===== src/rtl/mii_rxerr_pkg.sv =====
package mii_rxerr_pkg;

  localparam int NIB_W = 4;

  localparam logic [NIB_W-1:0] NIB_LINK     = 4'h3;
  localparam logic [NIB_W-1:0] NIB_TOUT     = 4'h2;
  localparam logic [NIB_W-1:0] NIB_PREM_ALT = 4'h4;
  localparam logic [NIB_W-1:0] NIB_CODE_ALT = 4'h5;
  localparam logic [NIB_W-1:0] NIB_SHARED   = 4'h6;

  typedef enum logic [2:0] {
    ERR_NONE,
    ERR_LINK,
    ERR_CODE,
    ERR_PREM,
    ERR_TOUT
  } err_cls_e;

  // Fixed priority: link, code, premature end, timeout.
  function automatic err_cls_e pick_class(input logic link_hit,
                                          input logic code_hit,
                                          input logic prem_hit,
                                          input logic tout_hit);
    err_cls_e c;
    if (link_hit)      c = ERR_LINK;
    else if (code_hit) c = ERR_CODE;
    else if (prem_hit) c = ERR_PREM;
    else if (tout_hit) c = ERR_TOUT;
    else               c = ERR_NONE;
    return c;
  endfunction

  function automatic logic [NIB_W-1:0] class_nibble(input err_cls_e c,
                                                    input logic code_alt,
                                                    input logic prem_alt,
                                                    input logic [NIB_W-1:0] raw);
    logic [NIB_W-1:0] n;
    case (c)
      ERR_LINK: n = NIB_LINK;
      ERR_CODE: n = code_alt ? NIB_CODE_ALT : NIB_SHARED;
      ERR_PREM: n = prem_alt ? NIB_PREM_ALT : NIB_SHARED;
      ERR_TOUT: n = NIB_TOUT;
      default:  n = raw;
    endcase
    return n;
  endfunction

endpackage


===== src/rtl/mii_rxerr_rstsync.sv =====
module mii_rxerr_rstsync #(
  parameter int STAGES = 2
) (
  input  logic clk,
  input  logic rst_n_a,
  output logic rst_n_s
);

  logic [STAGES-1:0] shift_q;
  logic [STAGES-1:0] shift_d;

  always_comb begin
    shift_d = {shift_q[STAGES-2:0], 1'b1};
  end

  always_ff @(posedge clk or negedge rst_n_a) begin
    if (!rst_n_a) shift_q <= '0;
    else          shift_q <= shift_d;
  end

  assign rst_n_s = shift_q[STAGES-1];

endmodule


===== src/rtl/mii_rxerr_stream.sv =====
module mii_rxerr_stream (
  input  logic clk,
  input  logic rst_n,
  input  logic sos,
  input  logic eos,
  input  logic idle,
  output logic act,
  output logic prem
);

  logic act_q, act_d;
  logic idle_q, idle_d;
  logic pe_q, pe_d;
  logic prem_now;

  always_comb begin
    prem_now = act_q & idle & idle_q;

    act_d = act_q;
    if (eos) act_d = 1'b0;
    if (sos) act_d = 1'b1;

    if (sos) idle_d = 1'b0;
    else     idle_d = act_q & idle & ~eos;

    if (sos | eos) pe_d = 1'b0;
    else           pe_d = pe_q | prem_now;
  end

  always_ff @(posedge clk or negedge rst_n) begin
    if (!rst_n) begin
      act_q  <= 1'b0;
      idle_q <= 1'b0;
      pe_q   <= 1'b0;
    end else begin
      act_q  <= act_d;
      idle_q <= idle_d;
      pe_q   <= pe_d;
    end
  end

  assign act  = act_q;
  assign prem = prem_now | pe_q;

  AST_PE_HOLD: assert property (@(posedge clk) disable iff (!rst_n)
    (prem && !sos && !eos) |=> prem);
  AST_PE_DONE: assert property (@(posedge clk) disable iff (!rst_n)
    (eos && !sos) |=> (!act && !pe_q));
  AST_PE_NEEDS_STREAM: assert property (@(posedge clk) disable iff (!rst_n)
    (!act && !sos) |=> !prem);

endmodule


===== src/rtl/mii_rxerr_timer.sv =====
module mii_rxerr_timer #(
  parameter int LIMIT = 18050,
  localparam int CNT_W = $clog2(LIMIT + 1)
) (
  input  logic clk,
  input  logic rst_n,
  input  logic sos,
  input  logic act,
  output logic tout
);

  localparam logic [CNT_W-1:0] LAST = CNT_W'(LIMIT - 1);

  logic [CNT_W-1:0] cnt_q, cnt_d;
  logic             at_last;
  logic             cnt_en;

  always_comb begin
    at_last = (cnt_q == LAST);
    cnt_en  = sos | (act & ~at_last);
    if (sos)         cnt_d = '0;
    else if (cnt_en) cnt_d = cnt_q + 1'b1;
    else             cnt_d = cnt_q;
  end

  always_ff @(posedge clk or negedge rst_n) begin
    if (!rst_n)      cnt_q <= '0;
    else if (cnt_en) cnt_q <= cnt_d;
  end

  assign tout = act & at_last;

  AST_TMR_FROZEN: assert property (@(posedge clk) disable iff (!rst_n)
    (!act && !sos) |=> $stable(cnt_q));
  AST_TMR_RESTART: assert property (@(posedge clk) disable iff (!rst_n)
    sos |=> (cnt_q == '0));
  AST_TMR_CAP: assert property (@(posedge clk) disable iff (!rst_n)
    cnt_q <= LAST);

endmodule


===== src/rtl/mii_rxerr_outmux.sv =====
module mii_rxerr_outmux
  import mii_rxerr_pkg::*;
(
  input  logic             clk,
  input  logic             rst_n,
  input  logic [NIB_W-1:0] nib,
  input  logic             vld,
  input  logic             code_err,
  input  logic             link_lost,
  input  logic             prem,
  input  logic             tout,
  input  logic             code_alt,
  input  logic             prem_alt,
  input  logic             link_rpt,
  input  logic             pkt_rpt,
  output logic [NIB_W-1:0] rxd,
  output logic             rx_dv,
  output logic             rx_er
);

  err_cls_e         cls;
  logic             link_hit;
  logic             tout_hit;
  logic [NIB_W-1:0] rxd_d, rxd_q;
  logic             er_d, er_q;
  logic             dv_d, dv_q;

  always_comb begin
    link_hit = link_lost & link_rpt;
    tout_hit = tout & pkt_rpt;
    cls      = pick_class(link_hit, code_err, prem, tout_hit);
    rxd_d    = class_nibble(cls, code_alt, prem_alt, nib);
    er_d     = (cls != ERR_NONE);
    dv_d     = vld;
  end

  always_ff @(posedge clk or negedge rst_n) begin
    if (!rst_n) begin
      rxd_q <= '0;
      er_q  <= 1'b0;
      dv_q  <= 1'b0;
    end else begin
      rxd_q <= rxd_d;
      er_q  <= er_d;
      dv_q  <= dv_d;
    end
  end

  assign rxd   = rxd_q;
  assign rx_er = er_q;
  assign rx_dv = dv_q;

  AST_LINK_SUB: assert property (@(posedge clk) disable iff (!rst_n)
    (link_lost && link_rpt) |=> (rx_er && rxd == 4'h3));
  AST_CODE_SUB: assert property (@(posedge clk) disable iff (!rst_n)
    (code_err && !(link_lost && link_rpt)) |=>
      (rx_er && rxd == ($past(code_alt) ? 4'h5 : 4'h6)));
  AST_TOUT_SUB: assert property (@(posedge clk) disable iff (!rst_n)
    (tout && pkt_rpt && !prem && !code_err && !(link_lost && link_rpt)) |=>
      (rx_er && rxd == 4'h2));
  AST_PASS: assert property (@(posedge clk) disable iff (!rst_n)
    (!(link_lost && link_rpt) && !code_err && !prem && !(tout && pkt_rpt)) |=>
      (!rx_er && rxd == $past(nib)));
  AST_DV_ALIGN: assert property (@(posedge clk) disable iff (!rst_n)
    1'b1 |=> (rx_dv == $past(vld)));

endmodule


===== src/rtl/mii_rxerr_subst.sv =====
module mii_rxerr_subst
  import mii_rxerr_pkg::*;
#(
  parameter int TIMEOUT_CYC = 18050,
  parameter int SYNC_STAGES = 2
) (
  input  logic       clk,
  input  logic       rst_n,
  input  logic [3:0] dec_nib,
  input  logic       dec_valid,
  input  logic       dec_code_err,
  input  logic       dec_idle,
  input  logic       dec_sos,
  input  logic       dec_eos,
  input  logic       dec_link_lost,
  input  logic       cfg_code_alt,
  input  logic       cfg_pe_alt,
  input  logic       cfg_link_rpt,
  input  logic       cfg_pkt_rpt,
  output logic [3:0] mii_rxd,
  output logic       mii_rx_dv,
  output logic       mii_rx_er
);

  logic rst_n_s;
  logic strm_act;
  logic prem;
  logic tout;

  mii_rxerr_rstsync #(.STAGES(SYNC_STAGES)) u_rst (
    .clk     (clk),
    .rst_n_a (rst_n),
    .rst_n_s (rst_n_s)
  );

  mii_rxerr_stream u_strm (
    .clk   (clk),
    .rst_n (rst_n_s),
    .sos   (dec_sos),
    .eos   (dec_eos),
    .idle  (dec_idle),
    .act   (strm_act),
    .prem  (prem)
  );

  mii_rxerr_timer #(.LIMIT(TIMEOUT_CYC)) u_tmr (
    .clk   (clk),
    .rst_n (rst_n_s),
    .sos   (dec_sos),
    .act   (strm_act),
    .tout  (tout)
  );

  mii_rxerr_outmux u_mux (
    .clk       (clk),
    .rst_n     (rst_n_s),
    .nib       (dec_nib),
    .vld       (dec_valid),
    .code_err  (dec_code_err),
    .link_lost (dec_link_lost),
    .prem      (prem),
    .tout      (tout),
    .code_alt  (cfg_code_alt),
    .prem_alt  (cfg_pe_alt),
    .link_rpt  (cfg_link_rpt),
    .pkt_rpt   (cfg_pkt_rpt),
    .rxd       (mii_rxd),
    .rx_dv     (mii_rx_dv),
    .rx_er     (mii_rx_er)
  );

  AST_RESET_QUIET: assert property (@(posedge clk) disable iff (!rst_n_s)
    $rose(rst_n_s) |-> (!mii_rx_er && !mii_rx_dv));

endmodule


===== config.mk =====
export PLATFORM = sky130hd
export DESIGN_NAME = mii_rxerr_subst
export DESIGN_NICKNAME = d
export VERILOG_FILES = /design/src/rtl/mii_rxerr_pkg.sv /design/src/rtl/mii_rxerr_rstsync.sv /design/src/rtl/mii_rxerr_stream.sv /design/src/rtl/mii_rxerr_timer.sv /design/src/rtl/mii_rxerr_outmux.sv /design/src/rtl/mii_rxerr_subst.sv
export SDC_FILE = /design/constraint.sdc
export NUM_CORES = 1
export LEC_CHECK = 0
export BUFFER_PORTS_ARGS = -buffer_cell sky130_fd_sc_hd__buf_4
export CORE_ASPECT_RATIO = 0.75
export CORE_MARGIN = 1.5
export CORE_UTILIZATION = 50
export DETAILED_ROUTE_END_ITERATION = 8
export PLACE_DENSITY = 0.73
export SLEW_MARGIN = 5
export SYNTH_ARGS = -nofsm -noshare
export SYNTH_HDL_FRONTEND = slang
export SYNTH_SLANG_ARGS = --single-unit

===== constraint.sdc =====
create_clock -name clk -period 1.9 [get_ports clk]
set_input_delay 0.19 -clock clk [delete_from_list [all_inputs] [get_ports clk]]
set_output_delay 0.19 -clock clk [all_outputs]
set_load 0.05 [all_outputs]

# After elaboration in Yosys (flattened, before gate mapping)
# Index checks and enable logic that the tools add are counted.
word_totals:
  register_bits: 26
  latchBits: 0
  ram_bits: 0
  mem_bits_ro: 0
  output_inout_bits: 6
  memories: 0
op_classes:
  add_sub_neg: 1
  n_mul: 0
  div_mod_pow: 0
  n_lt_le_gt_ge: 0
  eq_ne: 5
  n_shift: 0
  mux: 12
  bitwise_logic: 12
  n_reduce_logical: 2
ops:
  columns: ["op", "n"]
  rows:
  - ["$pmux 4 s4", 1]
  - ["$add 15x1->15 const B", 1]
  - ["$eq 15x15->1 const B", 1]
  - ["$mux 15", 1]
  - ["$mux 3", 4]
  - ["$and 1x1->1", 7]
  - ["$eq 3x2->1 const B", 2]
  - ["$mux 1", 4]
  - ["$mux 2", 2]
  - ["$eq 3x1->1 const B", 1]
  - ["$eq 3x3->1 const B", 1]
  - ["$or 1x1->1", 3]
  - ["$reduce_bool 3->1", 1]
  - ["$not 1->1", 2]
  - ["$reduce_bool 2->1", 1]

# Logic depth before layout (Yosys ltp)
# Gate-level depths: netlist of run 1.
logic_depth:
  depth_word: 9
  ltp_mapped: 6
  depth_no_buf: 6

# Hierarchy
# From an unflattened synthesis of run 1, not the netlist that was laid out.
hier_totals:
  cells_unflattened: 118
  area_unflattened_um2: 1241.2
modules_own_cells:
  columns: ["module", "n_inst", "cells_each", "area_each_um2", "seq_area_each_um2"]
  rows:
  - ["mii_rxerr_timer", 1, 88, 828.3, 375.4]
  - ["mii_rxerr_outmux", 1, 18, 241.5, 150.1]
  - ["mii_rxerr_stream", 1, 9, 117.6, 75.1]
  - ["mii_rxerr_rstsync", 1, 3, 53.8, 50.0]

# Worst setup path before layout of run 1
# Ideal clock, no wire load.
synth_path:
  kind: "reg-to-reg"
  from: "reg u_tmr.cnt_q[1]"
  to: "reg u_mux.rxd_q[2] (netlist: u_mux.rxd[2])"
  setup_ns: 0.120
  arrival_ns: 1.546
  slack_ns: 0.234
  stages_incl_launch_ff: 7
  synth_period_minus_slack_ns: 1.666
  path_cell_list: "dfrtp_1 inv_1 ha_1 nor4bb_1 and4_1 nand3_1 a31o_2"
synth_between:
  elab_chain_len: 9
  elab_cells_between_ends: 12
synth_rtl:
  columns: ["element", "line", "source"]
  rows:
  - ["start: declaration", "mii_rxerr_timer.sv:14", "logic [CNT_W-1:0] cnt_q, cnt_d;"]
  - ["start signal: assignment", "mii_rxerr_timer.sv:28", "else if (cnt_en) cnt_q <= cnt_d;"]
  - ["$eq 15x15->1 (*)", "mii_rxerr_timer.sv:19", "at_last = (cnt_q == LAST);"]
  - ["$and 1x1->1 (*)", "mii_rxerr_timer.sv:31", "assign tout = act & at_last;"]
  - ["$and 1x1->1 (*)", "mii_rxerr_outmux.sv:30", "tout_hit = tout & pkt_rpt;"]
  - ["$mux 3 (*)", "mii_rxerr_pkg.sv:28", "else if (tout_hit) c = ERR_TOUT;"]
  - ["$mux 3 (*)", "mii_rxerr_pkg.sv:27", "else if (prem_hit) c = ERR_PREM;"]
  - ["$mux 3 (*)", "mii_rxerr_pkg.sv:26", "else if (code_hit) c = ERR_CODE;"]
  - ["$mux 3 (*)", "mii_rxerr_pkg.sv:25", "if (link_hit) c = ERR_LINK;"]
  - ["$eq 3x3->1 (tied with other cells)", "mii_rxerr_pkg.sv:38", "case (c)"]
  - ["$pmux 4 s4 (*)", "mii_rxerr_pkg.sv:38", null]
  - ["via u_mux.rxd_d[2]", "mii_rxerr_outmux.sv:24", "logic [NIB_W-1:0] rxd_d, rxd_q;"]
  - ["end signal: assignment", "mii_rxerr_outmux.sv:43", "rxd_q <= rxd_d;"]
  - ["end: declaration", "mii_rxerr_outmux.sv:24", null]
# Mark *: on every way through the listed nets, which the timed path passes. The rest lies on a longest branch.
# A chain may end at the register's enable or synchronous reset.

# Worst setup path after layout of run 1
layout_path:
  from: "reg u_tmr.cnt_q[0]"
  to: "reg u_tmr.cnt_q[14]"
layout_between:
  elab_chain_len: 4
  elab_cells_between_ends: 6
layout_rtl:
  columns: ["element"]
  rows:
  - ["branches (longest 4 deep; another with $add 15x1->15)"]
# Parallel ways; which one is timed is not known.

==> results of run 1 <==
cell usage in the layout (no fill, tap or decap), drive strengths merged:
cell and n:
buf 26, dfrtp 26, nor2 14, xnor2 10, nand2 9, nor3 6, nand4 6, nor4 5
nand3 4, inv 4, clkbuf 4, a21oi 3, a31oi 2, nor2b 2, and4 2, a31o 2
xor2 2, a41oi 2, ha 2, dlygate4sd3 2, nor4b 1, nor4bb 1, and2 1, nand2b 1
a221oi 1, a211oi 1, or4 1, mux2 1, o21bai 1, o21ai 1, or3 1, conb 1
what timing repair did:
item                                    in CTS  in global routing
hold buffers                                 2                  0
endpoints found under the hold margin        3                  0
endpoints found under the setup margin       2                  3
gates resized for setup                      1                  2
per-layer routing:
metal  vias up  global-route usage  wire length, µm  part of all wire
met2        17               0.250              996              0.43
met3         5              0.0597               93             0.041
met1       459               0.302             1190              0.52
met4         0              0.0400               20            0.0087
li1        468                   -                -                 -
met5         -                   0                0                 0
cells by family after synthesis:
kind of cell / Yosys count / share of synthesized area
AO/OA/AOI/OAI: 13 / 0.0751
other: 1 / 0.00308
AND/OR/NAND/NOR: 54 / 0.248
buffers and inverters: 7 / 0.0226
adder cells (fa/ha/maj): 2 / 0.0206
multiplexers: 1 / 0.00926
flip-flops: 26 / 0.535
XOR/XNOR: 12 / 0.0864
worst paths after layout:
path,cells past startpoint,startpoint,end
setup / recovery,4,u_tmr.cnt_q[0]$_DFFE_PN0P_,u_tmr.cnt_q[14]$_DFFE_PN0P_
hold / removal,2,dec_eos,u_strm.pe_q$_DFF_PN0_
setup reg to reg,4,u_tmr.cnt_q[0]$_DFFE_PN0P_,u_tmr.cnt_q[14]$_DFFE_PN0P_
hold reg to reg,1,u_rst.shift_q[1]$_DFF_PN0_,u_mux.rxd[0]$_DFF_PN0_
max in group asynchronous,1,u_rst.shift_q[1]$_DFF_PN0_,u_tmr.cnt_q[9]$_DFFE_PN0P_
min in group asynchronous,2,rst_n,u_rst.shift_q[1]$_DFF_PN0_
state kept, by name, indices dropped and copies added (netlist names):
name	flops
u_mux.rx_dv	1
u_mux.rx_er	1
u_strm.act	1
u_strm.idle_q	1
u_mux.rxd	4
u_rst.shift_q	2
u_strm.pe_q	1
u_tmr.cnt_q	15
worst max-delay path, stage by stage, from the launching register on:
cell,delay (ns)
dfrtp_1,0.47
ha_1,0.23
inv_1,0.10
or4_1,0.57
mux2_1,0.33
cell usage after synthesis (2+ instances only):
| library cell | count |
|---|---|
| a21oi_1 | 3 |
| a31o_2 | 2 |
| a31oi_1 | 2 |
| a41oi_1 | 2 |
| and4_1 | 2 |
| clkbuf_1 | 2 |
| dfrtp_1 | 26 |
| ha_1 | 2 |
| inv_1 | 4 |
| nand2_1 | 9 |
| nand3_1 | 4 |
| nand4_1 | 4 |
| nor2_1 | 14 |
| nor2b_1 | 2 |
| nor3_1 | 6 |
| nor4_1 | 5 |
| xnor2_1 | 10 |
| xor2_1 | 2 |
cell type report:
class,count,area (µm²)
timing repair buffer,28,215
clock buffer,4,36.3
tap,34,42.5
fill,189,790
multi-input combinational,83,559
inverter,4,15.0
sequential,26,651
power groups by stage:
stage	clock, mW	combinational [mW]	sequential (mW)
floorplan	0	0.0486	0.637
global placement	0	0.147	0.598
detailed placement	0	0.150	0.599
CTS	0.281	0.154	0.588
global route	0.305	0.168	0.591
finish	0.274	0.154	0.589
==> qor.txt, run 1 <==
Synth cell types: 33
Layout Cell Area excl Fill: 1520 µm²
most common flop cell mapped by yosys: dfrtp_1
Synth async-reset ratio: 1.00
worst slack at placement: 0.00608 ns
# port buffers: 21
total global routing overflow: 0
dpl cells: 173
post-synthesis instance area: 1220 µm²
Antenna Diode Count: 0
gp weighted congestion: 0.804
final core utilization: 0.658
Min-Delay Path Class: in -> reg
Initial Utilization: 0.527
Iteration-0 DRC Markers: 34
number of hold-slack violations in the final timing report: 0
Setup-failing EPs final: 0
share of total power in the clock network: 0.269
via count of the first global-routing pass: 833
number of setup buffers added after CTS: 0
overall die height: 45.7 µm
Clock Skew: 0.00871 ns
synthesized instance count: 116
area of placed instances: 1440 µm²
worst hold-check slack: 0.0282 ns
number of maximum-capacitance violations: 0
number of synthesized register bits: 26
Worst Path Required: 2.11 ns
standby leakage power: 0.658 nW
maximum clock insertion buffer count: 2
floorplan row count: 15
clock slew at reported path FFs: 0.12 ns
Max Fclk: 0.555 GHz
mean post-synth cell area: 10.5 µm²
reported net switching power: 262 µW
I/O pin count: 22
wire length of the first global-routing pass: 3800 µm
insertion delay to the later sink of the worst-skew pair: 0.32 ns
critical path arrival: 2.01 ns
Post-Synthesis Net Count: 134
per-cell routed wire length: 12.8 µm
number of max-slew violations in the final report: 0
Sw Ratio: 0.258
total global routing track utilization: 0.190
worst setup margin: 0.0982 ns
half-perimeter wire length after placement: 1720 µm
shortest period the worst path allows: 1.80 ns
total number of clock tree sinks: 26
register area share after synthesis: 0.535
result of the run: complete, no violations
number of CTS-inserted buffers: 3
Final Net Count: 164
setup slack of the worst register-to-register path: 0.1 ns
number of enable-type register cells in the synthesized netlist: 0
ratio of total power to cell area: 669 nW/µm²
Worst IR Drop VDD: 413 µV
number of antenna violations at the first check in global routing: 0
top cell type by total area after synthesis: dfrtp_1
CP Max Fanout: 5
Setup Total Neg Slack: 0 ns
RSZ-0062 raised after global routing: false
power after layout: 1.02 mW
total wirelength of the detailed-routed design: 2300 µm
post-route fraction of the period consumed by the critical path: 0.948
combinational fraction of design power: 0.152
top cell type's share of synthesized area: 0.535
clock tree from TritonCTS: done
core area: 2310 µm²
share of power burned in registers: 0.579
biggest area contributors in the synthesized netlist: dfrtp_1 (53%), xnor2_1 (7.2%), nor2_1 (4.3%), nand2_1 (2.8%), nor4_1 (2.6%)
post-route DRC violation count: 0
Area growth syn-to-layout: 24.9%
DR pass1 iterations: 4
Synth warnings: 0
Crit. End Element: flop
Final ANT Viol Nets: 0
share of post-route cells with drive strength above 1: 0.248
# H-tree levels: 1
clock root cell: clkbuf_4
nature of the critical path startpoint: flop
total internal power: 755 µW
vias after detailed routing: 949
post-layout instance count excluding filler cells: 179
Total Die Area: 2740 µm²
ratio of routed vias to standard cells: 5.30
critical path class: reg -> reg
Die Span X: 60.0 µm
maximum number of pins on one net before global-route repair: 25
(Power assumes the default switching activity.)
==> inputs of run 2 (changes only) <==
==> constraint.sdc (replaced) <==
create_clock -name clk -period 1.9 [get_ports clk]
set_input_delay 0.285 -clock clk [delete_from_list [all_inputs] [get_ports clk]]
set_output_delay 0.285 -clock clk [all_outputs]
set_load 0.05 [all_outputs]
==> run 2 against run 1 <==
- sequential power hardly changed
- total power fell by 0.17%
- global-route usage stayed put
- wire length is essentially flat
- clock skew is essentially flat
- hold slack gained 0.029 ns
- sequential share of layout area up 0.28 points
- via count decreased by 0.32%
- first-iteration DRC count shrank 29%
- fmax up 0.18%
- critical path depth unchanged
==> qor.txt, run 2 (synthesis results as in run 1) <==
Die Span X: 60.0 µm (unchanged)
worst hold-check slack: 0.0576 ns (+0.0294 ns)
number of CTS-inserted buffers: 3 (unchanged)
core area: 2310 µm² (unchanged)
Slowest Stage Delay on Critical Path: 0.57 ns (about the same)
Min-Delay Path Depth: 1 (-1)
RR Endpoint: u_tmr.cnt_q[14]$_DFFE_PN0P_
# port buffers: 21 (unchanged)
gp weighted congestion: 0.804 (unchanged)
maximum clock insertion buffer count: 2 (unchanged)
total global routing track utilization: 0.190 (unchanged)
Iteration-0 DRC Markers: 24 (-29%)
post-route fraction of the period consumed by the critical path: 0.947 (-0.00174)
Setup-failing EPs final: 0 (unchanged)
Layout Cell Area excl Fill: 1510 µm² (-0.66%)
number of max-slew violations in the final report: 0 (unchanged)
number of setup buffers added after CTS: 0 (unchanged)
Setup Total Neg Slack: 0 ns (unchanged)
total wirelength of the detailed-routed design: 2300 µm (about the same)
wire length of the first global-routing pass: 3800 µm (unchanged)
nature of the critical path startpoint: flop
post-route DRC violation count: 0 (unchanged)
Area growth syn-to-layout: 24.1%
standby leakage power: 0.654 nW (-0.63%)
critical path arrival: 2.01 ns (about the same)
number of hold-slack violations in the final timing report: 0 (unchanged)
result of the run: complete, no violations
shortest period the worst path allows: 1.80 ns (-0.00331 ns)
power after layout: 1.01 mW (-0.17%)
Initial Utilization: 0.527 (unchanged)
ratio of routed vias to standard cells: 5.31 (+0.24%)
critical path's slowest cell: or4_1
critical path class: reg -> reg
area of placed instances: 1440 µm² (unchanged)
clock slew at reported path FFs: 0.13 ns (about the same)
CP Max Fanout: 5 (unchanged)
Worst Path Required: 2.11 ns (about the same)
RSZ-0062 raised after global routing: false
Reg-to-Reg Start: u_tmr.cnt_q[0]$_DFFE_PN0P_
Total Die Area: 2740 µm² (unchanged)
overall die height: 45.7 µm (unchanged)
Crit. End Element: flop
ratio of total power to cell area: 672 nW/µm² (+0.50%)
worst slack at placement: 0.00608 ns (unchanged)
Final ANT Viol Nets: 0 (unchanged)
Final Net Count: 163 (-0.61%)
maximum number of pins on one net before global-route repair: 25 (unchanged)
number of antenna violations at the first check in global routing: 0 (unchanged)
half-perimeter wire length after placement: 1720 µm (unchanged)
Min-Delay Path Class: in -> reg
share of post-route cells with drive strength above 1: 0.250 (+0.00172)
total number of clock tree sinks: 26 (unchanged)
top register by number of flip-flops: u_tmr.cnt_q
Max Fclk: 0.556 GHz (+0.18%)
via count of the first global-routing pass: 833 (unchanged)
hold path startpoint: dec_valid
commonest cells after routing, fill and taps aside: buf_4 (26), dfrtp_1 (26), nor2_1 (14)
Cell Chain, Critical Path: ha_1 -> inv_1 -> or4_1 -> mux2_1
I/O pin count: 22 (unchanged)
worst setup margin: 0.102 ns (+0.00331 ns)
per-cell routed wire length: 12.9 µm (+0.52%)
worst hold endpoint: u_mux.rx_dv$_DFF_PN0_
Worst IR Drop VDD: 413 µV (about the same)
DR pass1 iterations: 4 (unchanged)
clock root cell: clkbuf_4
vias after detailed routing: 946 (-0.32%)
clock tree from TritonCTS: done
Clock Skew: 0.00864 ns (-0.0000739 ns)
Antenna Diode Count: 0 (unchanged)
floorplan row count: 15 (unchanged)
setup slack of the worst register-to-register path: 0.10 ns (about the same)
flip-flop count of the largest register after layout: 15 (unchanged)
# H-tree levels: 1 (unchanged)
number of maximum-capacitance violations: 0 (unchanged)
total global routing overflow: 0 (unchanged)
insertion delay to the later sink of the worst-skew pair: 0.32 ns (about the same)
worst reg2reg path depth: 4 (unchanged)
==> run 2: stage by stage <==
| stage | instances | utilization |
|---|---|---|
| finish | 178 | 0.654 |
| global route | 178 | 0.654 |
| CTS | 178 | 0.647 |
| detailed placement | 173 | 0.624 |
| global placement | 173 | 0.624 |
| floorplan | 116 | - |
==> run 2: worst max path at each step <==
stage | start | to | slack (ns) | depth (start not counted)
floorplan | u_tmr.cnt_q[1]$_DFFE_PN0P_ | u_mux.rxd[2]$_DFF_PN0_ | 0.23 | 6
global placement | u_tmr.cnt_q[1]$_DFFE_PN0P_ | u_mux.rxd[2]$_DFF_PN0_ | 0.15 | 6
detailed placement | u_tmr.cnt_q[1]$_DFFE_PN0P_ | u_mux.rxd[0]$_DFF_PN0_ | 0.006 | 6
CTS | u_tmr.cnt_q[1]$_DFFE_PN0P_ | u_mux.rxd[0]$_DFF_PN0_ | 0.1 | 6
global route | u_tmr.cnt_q[1]$_DFFE_PN0P_ | u_mux.rxd[2]$_DFF_PN0_ | 0.03 | 6
finish | u_tmr.cnt_q[0]$_DFFE_PN0P_ | u_tmr.cnt_q[14]$_DFFE_PN0P_ | 0.10 | 4
==> run 2: routing by layer <==
metal | track usage | up-vias | wire length, µm
met1 | 0.302 | 457 | 1190
met3 | 0.0597 | 5 | 89
met4 | 0.0400 | 0 | 20
met2 | 0.250 | 17 | 992
met5 | 0 | - | 0
li1 | - | 467 | -
==> run 2: final cells by class <==
type	instances	area, µm²
timing repair buffer	27	205
clock buffer	4	36.3
fill	190	800
inverter	4	15.0
tap	34	42.5
multi-input combinational	83	559
sequential	26	651
==> run 2: where the power goes <==
group	switching [mW]	internal, mW	leakage (nW)
clock network	0.156	0.117	0.0210
logic	0.0899	0.0626	0.295
registers	0.0152	0.573	0.338
total	0.261	0.753	0.654
==> run 2: timing repair <==
item / in CTS / in global routing
gates resized for setup: 1 / 2
endpoints found under the hold margin: 2 / 0
endpoints found under the setup margin: 2 / 3
hold buffers: 1 / 0
==> run 2: critical path: cells and delay by family, from the launching register on <==
| kind | cells | cell delay (ns) |
|---|---|---|
| AND/OR/NAND/NOR | 1 | 0.57 |
| flip-flops | 1 | 0.47 |
| multiplexers | 1 | 0.33 |
| adder cells (fa/ha/maj) | 1 | 0.23 |
| buffers and inverters | 1 | 0.10 |
==> inputs of run 3 (changes only) <==
Clock period 1.9 ns to 2.3 ns, I/O delays scaled along.
==> run 3 against run 2 <==
- clock-buffer cell count down 1
- core utilization decreased by 2.8 points
- final cell count decreased by 2.8%
- first-iteration DRC count rose by 83%
- total power shrank 22%
- sequential share of layout area increased by 1.9 points
- highest routed layer unchanged
==> qor.txt, run 3 (synthesis results as in run 1) <==
result of the run: complete, no violations
CP Max Fanout: 5 (unchanged)
Setup-failing EPs final: 0 (unchanged)
critical path class: reg -> reg
vias after detailed routing: 931 (-1.6%)
number of CTS-inserted buffers: 3 (unchanged)
total global routing track utilization: 0.197 (+0.00637)
# H-tree levels: 1 (unchanged)
ratio of routed vias to standard cells: 5.38 (+1.3%)
# port buffers: 21 (unchanged)
number of filler instances in the final layout: 191 (+0.53%)
dpl cells: 169 (-2.3%)
worst slack at placement: 0.444 ns (+0.438 ns)
Clock Skew: 0.00354 ns (-0.00509 ns)
clock tree from TritonCTS: done
gp weighted congestion: 0.765 (-4.9%)
commonest cells after routing, fill and taps aside: dfrtp_1 (26), buf_4 (22), nor2_1 (14)
RSZ-0062 raised after global routing: false
Layout Cell Area excl Fill: 1440 µm² (-4.3%)
per-cell routed wire length: 13.5 µm (+5.0%)
combinational fraction of design power: 0.144 (-0.006)
post-layout instance count excluding filler cells: 173 (-2.8%)
Area growth syn-to-layout: 18.7%
post-route DRC violation count: 0 (unchanged)
Final Net Count: 159 (-2.5%)
actual transition at the worst max-transition pin: 0.927 ns
insertion delay to the later sink of the worst-skew pair: 0.31 ns (about the same)
Total Die Area: 2740 µm² (unchanged)
Crit. End Element: flop
total global routing overflow: 0 (unchanged)
Setup Total Neg Slack: 0 ns (unchanged)
count of cells resized by post-cts repair: 0 (-1)
number of max-slew violations in the final report: 0 (unchanged)
I/O pin count: 22 (unchanged)
Iteration-0 DRC Markers: 44 (+83%)
clock slew at reported path FFs: 0.13 ns (about the same)
Antenna Diode Count: 0 (unchanged)
number of antenna violations at the first check in global routing: 0 (unchanged)
Worst Path Required: 2.51 ns (+0.40 ns)
reported net switching power: 207 µW (-21%)
Initial Utilization: 0.527 (unchanged)
overall die height: 45.7 µm (unchanged)
most frequent standard cell in the layout excluding fill and tap cells: dfrtp_1
number of hold-slack violations in the final timing report: 0 (unchanged)
Sw Ratio: 0.263 (+0.00501)
core area: 2310 µm² (unchanged)
power after layout: 790 µW (-22%)
Die Span X: 60.0 µm (unchanged)
post-route fraction of the period consumed by the critical path: 0.821 (-0.126)
Max Fclk: 0.530 GHz (-4.8%)
total internal power: 582 µW (-23%)
maximum number of pins on one net before global-route repair: 25 (unchanged)
area of placed instances: 1410 µm² (-2.1%)
wire length of the first global-routing pass: 3920 µm (+3.3%)
DR pass1 iterations: 4 (unchanged)
number of maximum-capacitance violations: 0 (unchanged)
Min-Delay Path Class: in -> reg
maximum clock insertion buffer count: 2 (unchanged)
ratio of total power to cell area: 547 nW/µm² (-19%)
headroom to the max-slew limit: 0.382
Worst IR Drop VDD: 348 µV (-16%)
shortest period the worst path allows: 1.89 ns (+0.0898 ns)
worst setup margin: 0.412 ns (+0.310 ns)
critical path arrival: 2.10 ns (+0.09 ns)
clock root cell: clkbuf_4
top register by number of flip-flops: u_tmr.cnt_q
flip-flop count of the largest register after layout: 15 (unchanged)
nature of the critical path startpoint: flop
share of power burned in registers: 0.625 (+0.045)
half-perimeter wire length after placement: 1740 µm (+0.92%)
floorplan row count: 15 (unchanged)
total number of clock tree sinks: 26 (unchanged)
share of total power in the clock network: 0.230 (-0.040)
Final ANT Viol Nets: 0 (unchanged)
total wirelength of the detailed-routed design: 2340 µm (+2.1%)
via count of the first global-routing pass: 832 (-0.12%)
share of post-route cells with drive strength above 1: 0.209 (-0.0414)
standby leakage power: 0.625 nW (-4.4%)
## run 3: cell count changes in the layout (fill, tap and decap cells not counted), sizes merged
cell and delta:
buf -4, clkbuf -1
## run 3: critical path, cell delays in order, from the launching register on
cell,delay (ns)
dfrtp_1,0.47
ha_1,0.17
nor4bb_1,0.41
and4_1,0.27
nand3_1,0.17
a31o_2,0.30
## run 3: what timing repair did
| action | 4_1_cts | 5_1_grt |
|---|---|---|
| buffers inserted | 0 | 0 |
| endpoints found under the hold margin | 2 | 0 |
| hold buffers | 1 | 0 |
## run 3: final timing paths
| path | start | end | slack, ns | depth (start not counted) |
|---|---|---|---|---|
| worst max-delay path | u_tmr.cnt_q[0]$_DFFE_PN0P_ | u_mux.rxd[2]$_DFF_PN0_ | 0.41 | 5 |
| max in group asynchronous | u_rst.shift_q[1]$_DFF_PN0_ | u_tmr.cnt_q[4]$_DFFE_PN0P_ | 1.34 | 0 |
| worst max register to register | u_tmr.cnt_q[0]$_DFFE_PN0P_ | u_mux.rxd[2]$_DFF_PN0_ | 0.41 | 5 |
| min in group asynchronous | rst_n | u_rst.shift_q[0]$_DFF_PN0_ | 0.33 | 2 |
| worst min register to register | u_rst.shift_q[0]$_DFF_PN0_ | u_rst.shift_q[1]$_DFF_PN0_ | 0.37 | 0 |
| worst min-delay path | dec_valid | u_mux.rx_dv$_DFF_PN0_ | 0.14 | 1 |
## run 3: cell type report
| cell class | instances | area (µm²) | share of cell area |
|---|---|---|---|
| clock buffers | 3 | 22.5 | 0.0156 |
| well taps | 34 | 42.5 | 0.0295 |
| inverters | 4 | 15.0 | 0.0104 |
| repair buffers | 23 | 175 | 0.121 |
| flip-flops and latches | 26 | 651 | 0.451 |
| multi-input cells | 83 | 538 | 0.373 |
## run 3: through the flow
step	hold slack, ns	util
after CTS	0.129	0.625
after global routing	0.112	0.625
after detailed placement	0.130	0.611
after floorplan	0.0494	-
final	0.136	0.625
after global placement	0.127	0.611
## run 3: power by group through the flow
stage,Sequential (mW),Clock (mW),Combinational [mW]
after floorplan,0.526,0,0.0402
after global placement,0.502,0,0.111
after detailed placement,0.504,0,0.112
after CTS,0.495,0.188,0.114
after global routing,0.499,0.204,0.125
final,0.494,0.182,0.114
## run 3: metal layers
metal | vias up | routed length [µm] | GRT usage
met4 | 0 | 10 | 0.0267
met2 | 25 | 1070 | 0.291
met1 | 443 | 1130 | 0.292
li1 | 461 | - | -
met3 | 2 | 136 | 0.0597
met5 | - | 0 | 0
